### config.mk
export PLATFORM = sky130hd
export DESIGN_NAME = pipe_hazard_ctrl
export DESIGN_NICKNAME = d
export VERILOG_FILES = /design/src/rtl/hzc_pkg.sv /design/src/rtl/hzc_div_timer.sv /design/src/rtl/hzc_fwd_pick.sv /design/src/rtl/hzc_slot_pipe.sv /design/src/rtl/pipe_hazard_ctrl.sv
export SDC_FILE = /design/constraint.sdc
export NUM_CORES = 1
export LEC_CHECK = 0
export ABC_AREA = 1
export CAP_MARGIN = 20
export CORE_UTILIZATION = 58
export CTS_CLUSTER_DIAMETER = 30
export DETAILED_ROUTE_END_ITERATION = 16
export PLACE_DENSITY = 0.79
export SLEW_MARGIN = 20
export SYNTH_ARGS = -nofsm -noshare
export SYNTH_HDL_FRONTEND = slang
export SYNTH_HIERARCHICAL = 1
export SYNTH_SLANG_ARGS = --single-unit
### constraint.sdc
create_clock -name clk -period 2.5 [get_ports clk]
set_input_delay 0.5 -clock clk [delete_from_list [all_inputs] [get_ports clk]]
set_output_delay 0.5 -clock clk [all_outputs]
set_load 0.01 [all_outputs]
### src/rtl/hzc_pkg.sv
// Shared types for the pipeline hazard controller.
// Assumes: one register number width for every field.
package hzc_pkg;
    localparam int REG_W = 5;

    typedef logic [REG_W-1:0] reg_idx_t;

    // Decoded control fields carried by one pipeline slot.
    typedef struct packed {
        logic     v;
        logic     we;
        reg_idx_t rd;
        reg_idx_t rs1;
        reg_idx_t rs2;
        logic     div;
        logic     br;
    } hz_slot_t;

    // Operand source for execute.
    typedef enum logic [1:0] {
        SEL_RF  = 2'b00,
        SEL_WB  = 2'b01,
        SEL_RET = 2'b10
    } hz_sel_e;

    // True when a slot will produce a value for register r.
    function automatic logic slot_writes(hz_slot_t s, reg_idx_t r);
        return s.v && s.we && (s.rd != '0) && (s.rd == r);
    endfunction
endpackage

### src/rtl/hzc_div_timer.sv
// Counts the cycles a divide has spent in execute and requests a hold until
// the last one. Assumes: DIV_LAT >= 2, and the execute slot changes only
// when hold is low.
module hzc_div_timer #(
    parameter int DIV_LAT = 6
) (
    input  logic clk,
    input  logic rst_n,
    input  logic ex_is_div,
    output logic hold
);
    localparam int CW = $clog2(DIV_LAT + 1);
    localparam logic [CW-1:0] LAST = CW'(DIV_LAT - 1);

    logic [CW-1:0] cnt;

    // Hold while the divide has not reached its final cycle.
    assign hold = ex_is_div && (cnt != LAST);

    // Advance while holding, restart when execute takes a new slot.
    always_ff @(posedge clk) begin
        if (!rst_n)     cnt <= '0;
        else if (hold)  cnt <= cnt + 1'b1;
        else            cnt <= '0;
    end


    div_cnt_range_chk: assert property (@(posedge clk) disable iff (!rst_n)
        cnt <= LAST);

    div_hold_src_chk: assert property (@(posedge clk) disable iff (!rst_n)
        hold |=> ex_is_div);
endmodule

### src/rtl/hzc_fwd_pick.sv
// Chooses the source of one execute operand. The writeback slot has
// priority over the retired slot. Assumes: the register file serves every
// other case.
module hzc_fwd_pick
    import hzc_pkg::*;
(
    input  logic     en,
    input  logic     ex_v,
    input  reg_idx_t src,
    input  hz_slot_t wb,
    input  hz_slot_t ret,
    output hz_sel_e  sel
);
    // Priority pick among the two producer slots.
    always_comb begin
        sel = SEL_RF;
        if (en && ex_v && (src != '0)) begin
            if (slot_writes(wb, src))       sel = SEL_WB;
            else if (slot_writes(ret, src)) sel = SEL_RET;
        end
    end
endmodule

### src/rtl/hzc_slot_pipe.sv
// Six slots of decoded control fields: F, D, R, E, W and retired X.
// Assumes: squash and hold_front never rise with hold_ex on an empty
// execute; squash wins over the front hold.
module hzc_slot_pipe
    import hzc_pkg::*;
(
    input  logic     clk,
    input  logic     rst_n,
    input  hz_slot_t new_slot,
    input  logic     hold_front,
    input  logic     hold_ex,
    input  logic     bub_ex,
    input  logic     squash,
    output hz_slot_t f_q,
    output hz_slot_t d_q,
    output hz_slot_t r_q,
    output hz_slot_t e_q,
    output hz_slot_t w_q,
    output hz_slot_t x_q
);
    // Front stages: cleared by squash, frozen by hold, else shifted.
    always_ff @(posedge clk) begin
        if (!rst_n) begin
            f_q <= '0;
            d_q <= '0;
            r_q <= '0;
        end else if (squash) begin
            f_q <= '0;
            d_q <= '0;
            r_q <= '0;
        end else if (!hold_front) begin
            f_q <= new_slot;
            d_q <= f_q;
            r_q <= d_q;
        end
    end

    // Back stages: execute may hold or take a bubble; W and X always move.
    always_ff @(posedge clk) begin
        if (!rst_n) begin
            e_q <= '0;
            w_q <= '0;
            x_q <= '0;
        end else begin
            x_q <= w_q;
            if (hold_ex) begin
                w_q <= '0;
            end else begin
                w_q <= e_q;
                e_q <= (squash || bub_ex) ? '0 : r_q;
            end
        end
    end


    squash_clear_chk: assert property (@(posedge clk) disable iff (!rst_n)
        squash |=> (!f_q.v && !d_q.v && !r_q.v));

    ex_hold_keep_chk: assert property (@(posedge clk) disable iff (!rst_n)
        hold_ex |=> ($stable(e_q) && !w_q.v));

    retire_follow_chk: assert property (@(posedge clk) disable iff (!rst_n)
        w_q.v |=> x_q.v);
endmodule

### src/rtl/pipe_hazard_ctrl.sv
// Hazard controller for a five-stage in-order pipeline. It tracks the
// decoded fields per stage and drives holds, squash, bypass selects and the
// register-file write strobe. Assumes: ex_taken is meaningful only when
// execute holds a branch; register reads happen every cycle in R.
module pipe_hazard_ctrl
    import hzc_pkg::*;
#(
    parameter int DIV_LAT = 6,
    parameter int NSRC    = 2
) (
    input  logic       clk,
    input  logic       rst_n,
    input  logic       fwd_en,
    input  logic       in_valid,
    input  logic       in_wen,
    input  logic [4:0] in_rd,
    input  logic [4:0] in_rs1,
    input  logic [4:0] in_rs2,
    input  logic       in_div,
    input  logic       in_br,
    input  logic       ex_taken,
    output logic       take_o,
    output logic [4:0] vld_o,
    output logic [3:0] stall_o,
    output logic       squash_o,
    output logic [1:0] fwd_a_o,
    output logic [1:0] fwd_b_o,
    output logic       rf_we_o,
    output logic [4:0] rf_waddr_o
);
    hz_slot_t new_slot, f_q, d_q, r_q, e_q, w_q, x_q;
    logic     div_hold, raw_stall, squash, stall_front;
    reg_idx_t r_src [NSRC];
    reg_idx_t e_src [NSRC];
    logic [NSRC-1:0] r_hit;
    hz_sel_e  sel [NSRC];

    // Pack the offered instruction into a slot.
    always_comb begin
        new_slot     = '0;
        new_slot.v   = in_valid;
        new_slot.we  = in_wen;
        new_slot.rd  = in_rd;
        new_slot.rs1 = in_rs1;
        new_slot.rs2 = in_rs2;
        new_slot.div = in_div;
        new_slot.br  = in_br;
    end

    // Source register lists of the read and execute stages.
    always_comb begin
        r_src[0] = r_q.rs1;
        r_src[1] = r_q.rs2;
        e_src[0] = e_q.rs1;
        e_src[1] = e_q.rs2;
    end

    hzc_div_timer #(.DIV_LAT(DIV_LAT)) u_div (
        .clk       (clk),
        .rst_n     (rst_n),
        .ex_is_div (e_q.v && e_q.div),
        .hold      (div_hold)
    );

    // One producer compare and one bypass picker per source operand.
    for (genvar s = 0; s < NSRC; s++) begin : g_src
        assign r_hit[s] = slot_writes(e_q, r_src[s]) || slot_writes(w_q, r_src[s]);

        hzc_fwd_pick u_pick (
            .en   (fwd_en),
            .ex_v (e_q.v),
            .src  (e_src[s]),
            .wb   (w_q),
            .ret  (x_q),
            .sel  (sel[s])
        );
    end

    // Without the bypass, R waits until no older writer is still in flight.
    assign raw_stall   = !fwd_en && r_q.v && (|r_hit);
    assign squash      = e_q.v && e_q.br && ex_taken;
    assign stall_front = !squash && (div_hold || raw_stall);

    hzc_slot_pipe u_pipe (
        .clk        (clk),
        .rst_n      (rst_n),
        .new_slot   (new_slot),
        .hold_front (stall_front),
        .hold_ex    (div_hold),
        .bub_ex     (raw_stall),
        .squash     (squash),
        .f_q        (f_q),
        .d_q        (d_q),
        .r_q        (r_q),
        .e_q        (e_q),
        .w_q        (w_q),
        .x_q        (x_q)
    );

    // Control strobes toward the datapath.
    assign take_o     = !squash && !stall_front;
    assign vld_o      = {w_q.v, e_q.v, r_q.v, d_q.v, f_q.v};
    assign stall_o    = {div_hold, stall_front, stall_front, stall_front};
    assign squash_o   = squash;
    assign fwd_a_o    = sel[0];
    assign fwd_b_o    = sel[1];
    assign rf_we_o    = w_q.v && w_q.we && (w_q.rd != '0);
    assign rf_waddr_o = rf_we_o ? w_q.rd : '0;


    raw_bubble_chk: assert property (@(posedge clk) disable iff (!rst_n)
        (stall_o[2] && !stall_o[3]) |=> !vld_o[3]);

    squash_wins_chk: assert property (@(posedge clk) disable iff (!rst_n)
        squash_o |-> (!take_o && stall_o == 4'b0000));

    sel_code_chk: assert property (@(posedge clk) disable iff (!rst_n)
        (fwd_a_o != 2'b11) && (fwd_b_o != 2'b11));

    rf_addr_chk: assert property (@(posedge clk) disable iff (!rst_n)
        rf_we_o |-> (rf_waddr_o != 5'd0));

    fwd_no_raw_chk: assert property (@(posedge clk) disable iff (!rst_n)
        (fwd_en && !stall_o[3]) |-> !stall_o[2]);
endmodule

==> impl_metrics.py, run 1 <==
metrics = {
    "timing": {
        "finalSetupViolations": 0,
        "finalHoldWorstSlack_ns": 0.4606,
        "max_freq_ghz": 0.4231,
        "finalHoldViolCount": 0,
        "worst_clock_skew_ns": 0.01027,
        "maxSlewHeadroom_pct": 69.52,
        "tightest_slew_ns": 0.4562,
        "postLayoutSetupSlackWorst_ns": 0.1363,
        "drv_slew": 0,
        "finalCriticalPeriod_ns": 2.364,
        "tns_ns": 0,
        "post-route-period-util_pct": 94.55,
    },
    "floorplan": {
        "fp.dieH_um": 88.92,
        "start_util_pct": 60.09,
        "die_area_um2": 7906,
        "rows": 31,
        "die_w_um": 88.92,
        "io_pins": 44,
        "coreArea_um2": 7292,
    },
    "drt": {
        "num_vias": 3964,
        "post_drt_via_cell_ratio": 4.828,
        "drc": 0,
        "wirelength_um": 9281,
        "drtIter0Drc": 184,
        "drt_first_pass_iters": 5,
        "routedWlPerCell_um": 11.30,
        "ant_nets": 0,
    },
    "setup_path": {
        "crit_fanout": 5,
        "setup.worst_path.end_class": "primary output",
        "reg2reg_depth": 15,
        "start_kind": "register",
        "critPathArrivalTime_ns": 1.86,
        "regToRegEndpoint": "u_pipe/d_q[2]",
        "r2r_start": "u_pipe/r_q[3]",
        "r2r_slack_ns": 0.20,
        "critical_path_required_ns": 2.00,
        "path_class": "register to primary output",
    },
    "clocking": {
        "numCtsBuffers": 9,
        "cts-htree-levels": 3,
        "clockBufferDepth": 2,
        "cts.sinks": 93,
        "clk_pin_slew_ns": 0.09,
        "root_buffer": "clkbuf_8",
        "holdBufCountCts": 0,
        "clock_latency_ns": 0.36,
        "cts_tree": "done",
    },
    "pwr": {
        "p_int_mw": 2.313,
        "combPwrFrac_pct": 6.0,
        "power_density_nw_per_um2": 569.7,
        "power_switching_mw": 0.6424,
        "total_power_mw": 2.955,
        "seq_power_share_pct": 52.7,
        "vdd_drop_max_mv": 0.7025,
        "leakage_nw": 2.305,
        "swShare_pct": 21.74,
        "clockPowerShare_pct": 41.3,
    },
    "worst_hold_path": {
        "min_from": "u_pipe/r_q[17]",
        "hold_end": "u_pipe/e_q[17]",
        "hold_depth": 2,
        "hp-class": "register to register",
    },
    "placement": {
        "dp_hpwl_um": 6467,
        "post-place-ws_ns": -0.006962,
        "placed_cell_area_um2": 4907,
        "dp.cells": 805,
        "io_buffers": 43,
        "gp_congestion": 0.9120,
    },
    "finish": {
        "n_antenna_cell": 0,
        "fin_nets": 742,
        "post-route-util_pct": 71.14,
        "drive_above_1_share_pct": 12.74,
        "stdcell_count": 821,
        "syn2layout_area_growth_pct": 18.39,
        "stdcell_area_um2": 5187,
    },
    "grt": {
        "antenna_found_initial": 0,
        "grt_max_degree": 59,
        "track_usage_pct": 24.85,
        "overflow": 0,
        "grt_pass1_wl_um": 15010,
        "grt_pass1_vias": 3436,
    },
    "outcome": {
        "outcome": "complete, no violations",
    },
    "synthesis": {
        "synthCells": 676,
        "postSynthAreaPerCell_um2": 6.482,
        "synthesis.nets": 701,
        "yosysWarnings": 6,
        "syn_area_um2": 4382,
    },
    "run": {
        "cap_violations": 0,
    },
}
[worst max-delay path by stage]
stage	depth (start not counted)	to	startpoint	slack [ns]
2_1_floorplan	11	stall_o[0]	u_pipe/w_q[14]	0.45
3_3_place_gp	8	fwd_a_o[1]	fwd_en	0.006
3_5_place_dp	8	fwd_a_o[1]	fwd_en	-0.007
4_1_cts	6	stall_o[3]	u_div/cnt[1]	0.0004
5_1_grt	15	u_pipe/f_q[5]	u_pipe/r_q[3]	-0.02
6_report	11	stall_o[1]	u_pipe/r_q[3]	0.14
[layer usage]
| layer | vias up | track usage, % | wire length [µm] |
|---|---|---|---|
| met5 | - | 0 | 0 |
| met1 | 1755 | 28.93 | 3943 |
| met3 | 32 | 3.324 | 227 |
| met4 | 0 | 14.52 | 376 |
| met2 | 70 | 43.85 | 4735 |
| li1 | 2107 | - | - |
[cell type report]
class | instances | area (µm²)
Tap cell | 99 | 123.9
Clock inverter | 6 | 116.4
Timing Repair Buffer | 62 | 585.6
Inverter | 92 | 345.3
Sequential cell | 93 | 1886
Clock buffer | 10 | 137.6
Fill cell | 655 | 2105
Multi-Input combinational cell | 459 | 1993
[registers in the layout, summed over array words and instances (netlist names)]
register and flops:
u_pipe/e_q 19, u_pipe/d_q 19, u_div/cnt 3, u_pipe/x_q 7, u_pipe/r_q 19, u_pipe/f_q 19, u_pipe/w_q 7
[layout by cell type, fill, tap and decap left out, types with 2 or more instances in the layout]
| master | n |
|---|---|
| nor2_1 | 47 |
| dlymetal6s2s_1 | 4 |
| o21ai_0 | 2 |
| nand3_2 | 3 |
| xnor2_1 | 4 |
| bufinv_16 | 3 |
| buf_4 | 16 |
| clkbuf_8 | 10 |
| nand2_2 | 7 |
| dfxtp_1 | 78 |
| nor2_2 | 8 |
| clkdlybuf4s50_1 | 34 |
| inv_2 | 13 |
| a21oi_1 | 76 |
| dfxtp_2 | 13 |
| clkbuf_2 | 4 |
| ha_1 | 2 |
| dfxtp_4 | 2 |
| nand3_1 | 10 |
| inv_1 | 79 |
| a21oi_2 | 2 |
| nand2_1 | 287 |
| nand4_1 | 3 |
| inv_6 | 2 |
| nor3_2 | 3 |
[timing repair]
item | 4_1_cts | 5_1_grt
pin swaps | 0 | 1
setup endpoints to repair | 20 | 65
setup buffers | 0 | 0
gates resized for setup | 19 | 19
[power by group through the flow]
stage / clock (mW) / sequential, mW / combinational, mW
after global routing: 1.31 / 1.56 / 0.200
after global placement: 0 / 1.59 / 0.172
after CTS: 1.25 / 1.56 / 0.179
after detailed placement: 0 / 1.59 / 0.176
after floorplan: 0 / 1.58 / 0.113
final: 1.22 / 1.56 / 0.178
[worst max-delay path, cell delays in order (launching register included)]
cell and delay, ns:
dfxtp_2 0.40, inv_1 0.07, nand2_1 0.08, nand2_1 0.06
nor2_2 0.14, nand3_1 0.09, nor2_1 0.10, nor2_1 0.05
nand2_1 0.10, nand2_2 0.10, a21oi_4 0.17, clkbuf_2 0.16
(Power assumes the default switching activity.)
==> inputs of run 2 (changes only) <==
--- a/config.mk
+++ b/config.mk
@@ -7,10 +7,10 @@
 export LEC_CHECK = 0
 export ABC_AREA = 1
 export CAP_MARGIN = 20
-export CORE_UTILIZATION = 58
+export CORE_UTILIZATION = 62
 export CTS_CLUSTER_DIAMETER = 30
 export DETAILED_ROUTE_END_ITERATION = 16
-export PLACE_DENSITY = 0.79
+export PLACE_DENSITY = 0.84
 export SLEW_MARGIN = 20
 export SYNTH_ARGS = -nofsm -noshare
 export SYNTH_HDL_FRONTEND = slang
==> constraint.sdc (replaced) <==
create_clock -name clk -period 2.8 [get_ports clk]
set_input_delay 0.56 -clock clk [delete_from_list [all_inputs] [get_ports clk]]
set_output_delay 0.56 -clock clk [all_outputs]
set_load 0.01 [all_outputs]
==> run 2 against run 1 <==
Critical path depth fell by 3. Clock power fell by 19%. Combinational power fell by 13%. Global-route usage rose by 1.5 points. Die area fell by 6.3%. Register-to-register slack improved by 0.20 ns. Sequential cell count did not move. Count of clock-buffer cells in the layout did not move. Non-clock buffer count fell by 10. Utilization rose by 3.9 points. Via count fell by 0.50%. First-iteration DRC count fell by 2.2%. Critical endpoint is now fwd_a_o[1].
==> impl_metrics.py, run 2 (synthesis gave the netlist of run 1 again) <==
metrics = {
    "grt": {
        "grt_pass1_vias": 3612,
        "antenna_found_initial": 0,
        "overflow": 0,
        "grt_pass1_wl_um": 15550,
        "track_usage_pct": 26.35,
        "grt_max_degree": 59,
    },
    "clocking": {
        "root_buffer": "clkbuf_8",
        "numCtsBuffers": 9,
        "clockBufferDepth": 2,
        "holdBufCountCts": 0,
        "clock_latency_ns": 0.36,
        "cts-htree-levels": 3,
        "cts.sinks": 93,
        "clk_pin_slew_ns": 0.09,
        "cts_tree": "done",
    },
    "setup_path": {
        "start_kind": "input pin",
        "path_class": "input pin to primary output",
        "path_cells": "clkdlybuf4s50_1 -> nand2_1 -> inv_1 -> nand2_1 -> inv_1 -> nand4_1 -> nor2_1 -> clkdlybuf4s50_1",
        "cpPeakStageDelay_ns": 0.53,
        "crit_fanout": 3,
        "reg2reg_depth": 13,
        "r2r_slack_ns": 0.40,
        "critPathArrivalTime_ns": 2.04,
        "setup.worst_path.end_class": "primary output",
        "r2r_start": "u_pipe/w_q[13]",
        "regToRegEndpoint": "u_pipe/r_q[15]",
        "critical_path_required_ns": 2.24,
        "worst_path_max_delay_cell": "clkdlybuf4s50_1",
    },
    "placement": {
        "placed_cell_area_um2": 4841,
        "dp.cells": 792,
        "dp_hpwl_um": 6178,
        "gp_congestion": 0.9263,
        "io_buffers": 43,
    },
    "drt": {
        "post_drt_via_cell_ratio": 4.887,
        "wirelength_um": 9190,
        "drc": 0,
        "routedWlPerCell_um": 11.39,
        "ant_nets": 0,
        "drt_first_pass_iters": 6,
        "drtIter0Drc": 180,
        "num_vias": 3944,
    },
    "timing": {
        "rsz0062_at_grt": "false",
        "tightest_slew_ns": 0.5526,
        "tns_ns": 0,
        "finalSetupViolations": 0,
        "worst_clock_skew_ns": 0.01289,
        "max_freq_ghz": 0.3846,
        "drv_slew": 0,
        "post-route-period-util_pct": 92.87,
        "finalHoldViolCount": 0,
        "maxSlewHeadroom_pct": 63.16,
        "finalCriticalPeriod_ns": 2.600,
        "finalHoldWorstSlack_ns": 0.4437,
    },
    "floorplan": {
        "rows": 30,
        "start_util_pct": 64.49,
        "die_area_um2": 7407,
        "die_w_um": 86.07,
        "io_pins": 44,
        "fp.dieH_um": 86.07,
        "coreArea_um2": 6794,
    },
    "pwr": {
        "vdd_drop_max_mv": 0.4810,
        "power_density_nw_per_um2": 497.5,
        "leakage_nw": 2.218,
    },
    "worst_hold_path": {
        "hold_end": "u_pipe/r_q[8]",
        "hold_depth": 2,
        "hp-class": "register to register",
        "min_from": "u_pipe/d_q[8]",
    },
    "finish": {
        "fin_nets": 732,
        "drive_above_1_share_pct": 10.83,
        "final_common_cell": "nand2_1",
        "n_antenna_cell": 0,
        "stdcell_count": 807,
        "mostFrequentLayoutCells": "287 x nand2_1, 79 x inv_1, 77 x dfxtp_1",
        "syn2layout_area_growth_pct": 16.31,
        "stdcell_area_um2": 5096,
    },
    "run": {
        "cap_violations": 0,
    },
    "outcome": {
        "outcome": "complete, no violations",
    },
}
[run 2: cell types whose count changed in the layout (fill, tap and decap cells not counted), sizes merged]
cell and delta:
buf -10, dlygate4sd2 -1, clkdlybuf4s50 +5, clkbuf -4, bufinv -1
[run 2: worst max-delay path by stage]
stage                         from    endpoint  slack, ns
global route                fwd_en  fwd_a_o[1]       0.08
detailed placement          fwd_en  fwd_b_o[1]       0.20
CTS                  u_pipe/r_q[2]  stall_o[2]      0.001
floorplan           u_pipe/w_q[14]  stall_o[0]       0.69
finish                      fwd_en  fwd_a_o[1]       0.20
global placement            fwd_en  fwd_a_o[1]       0.20
[run 2: worst max-delay path, delay by kind of cell]
family / cells / cell delay (ns)
simple gates: 4 / 0.29
buf+inv: 4 / 1.17
[run 2: where the power goes]
part	switching, mW	internal [mW]	total (mW)	leakage [nW]
sequential	0.0300	1.36	1.39	0.768
clock	0.462	0.527	0.990	0.113
combinational	0.0775	0.0776	0.155	1.34
[run 2: area by class of cell]
cell class / count / area [µm²]
fill: 566 / 1698
tap: 96 / 120.1
inverter: 92 / 345.3
sequential: 93 / 1887
multi-input combinational: 459 / 1991
clock buffer: 10 / 137.6
timing repair buffer: 52 / 533.0
clock inverter: 5 / 82.58
[run 2: metal layers]
metal	GRT usage [%]	part of all wire, %
met5	0	0
met4	9.394	1.4
met3	4.524	4.2
met2	46.97	51
met1	31.84	44
[run 2: repair_timing]
item	4_1_cts	5_1_grt
setup buffers	0	0
resized for setup	11	11
cloned	0	0
endpoints found under the setup margin	4	4
[run 2: stage by stage]
step | utilization [%] | setup WS, ns | power, mW
floorplan | - | 0.6873 | 1.515
global placement | 71.25 | 0.1980 | 1.569
detailed placement | 71.25 | 0.1976 | 1.575
CTS | 74.70 | 0.001474 | 2.547
global route | 75.01 | 0.08346 | 2.623
finish | 75.01 | 0.1996 | 2.535
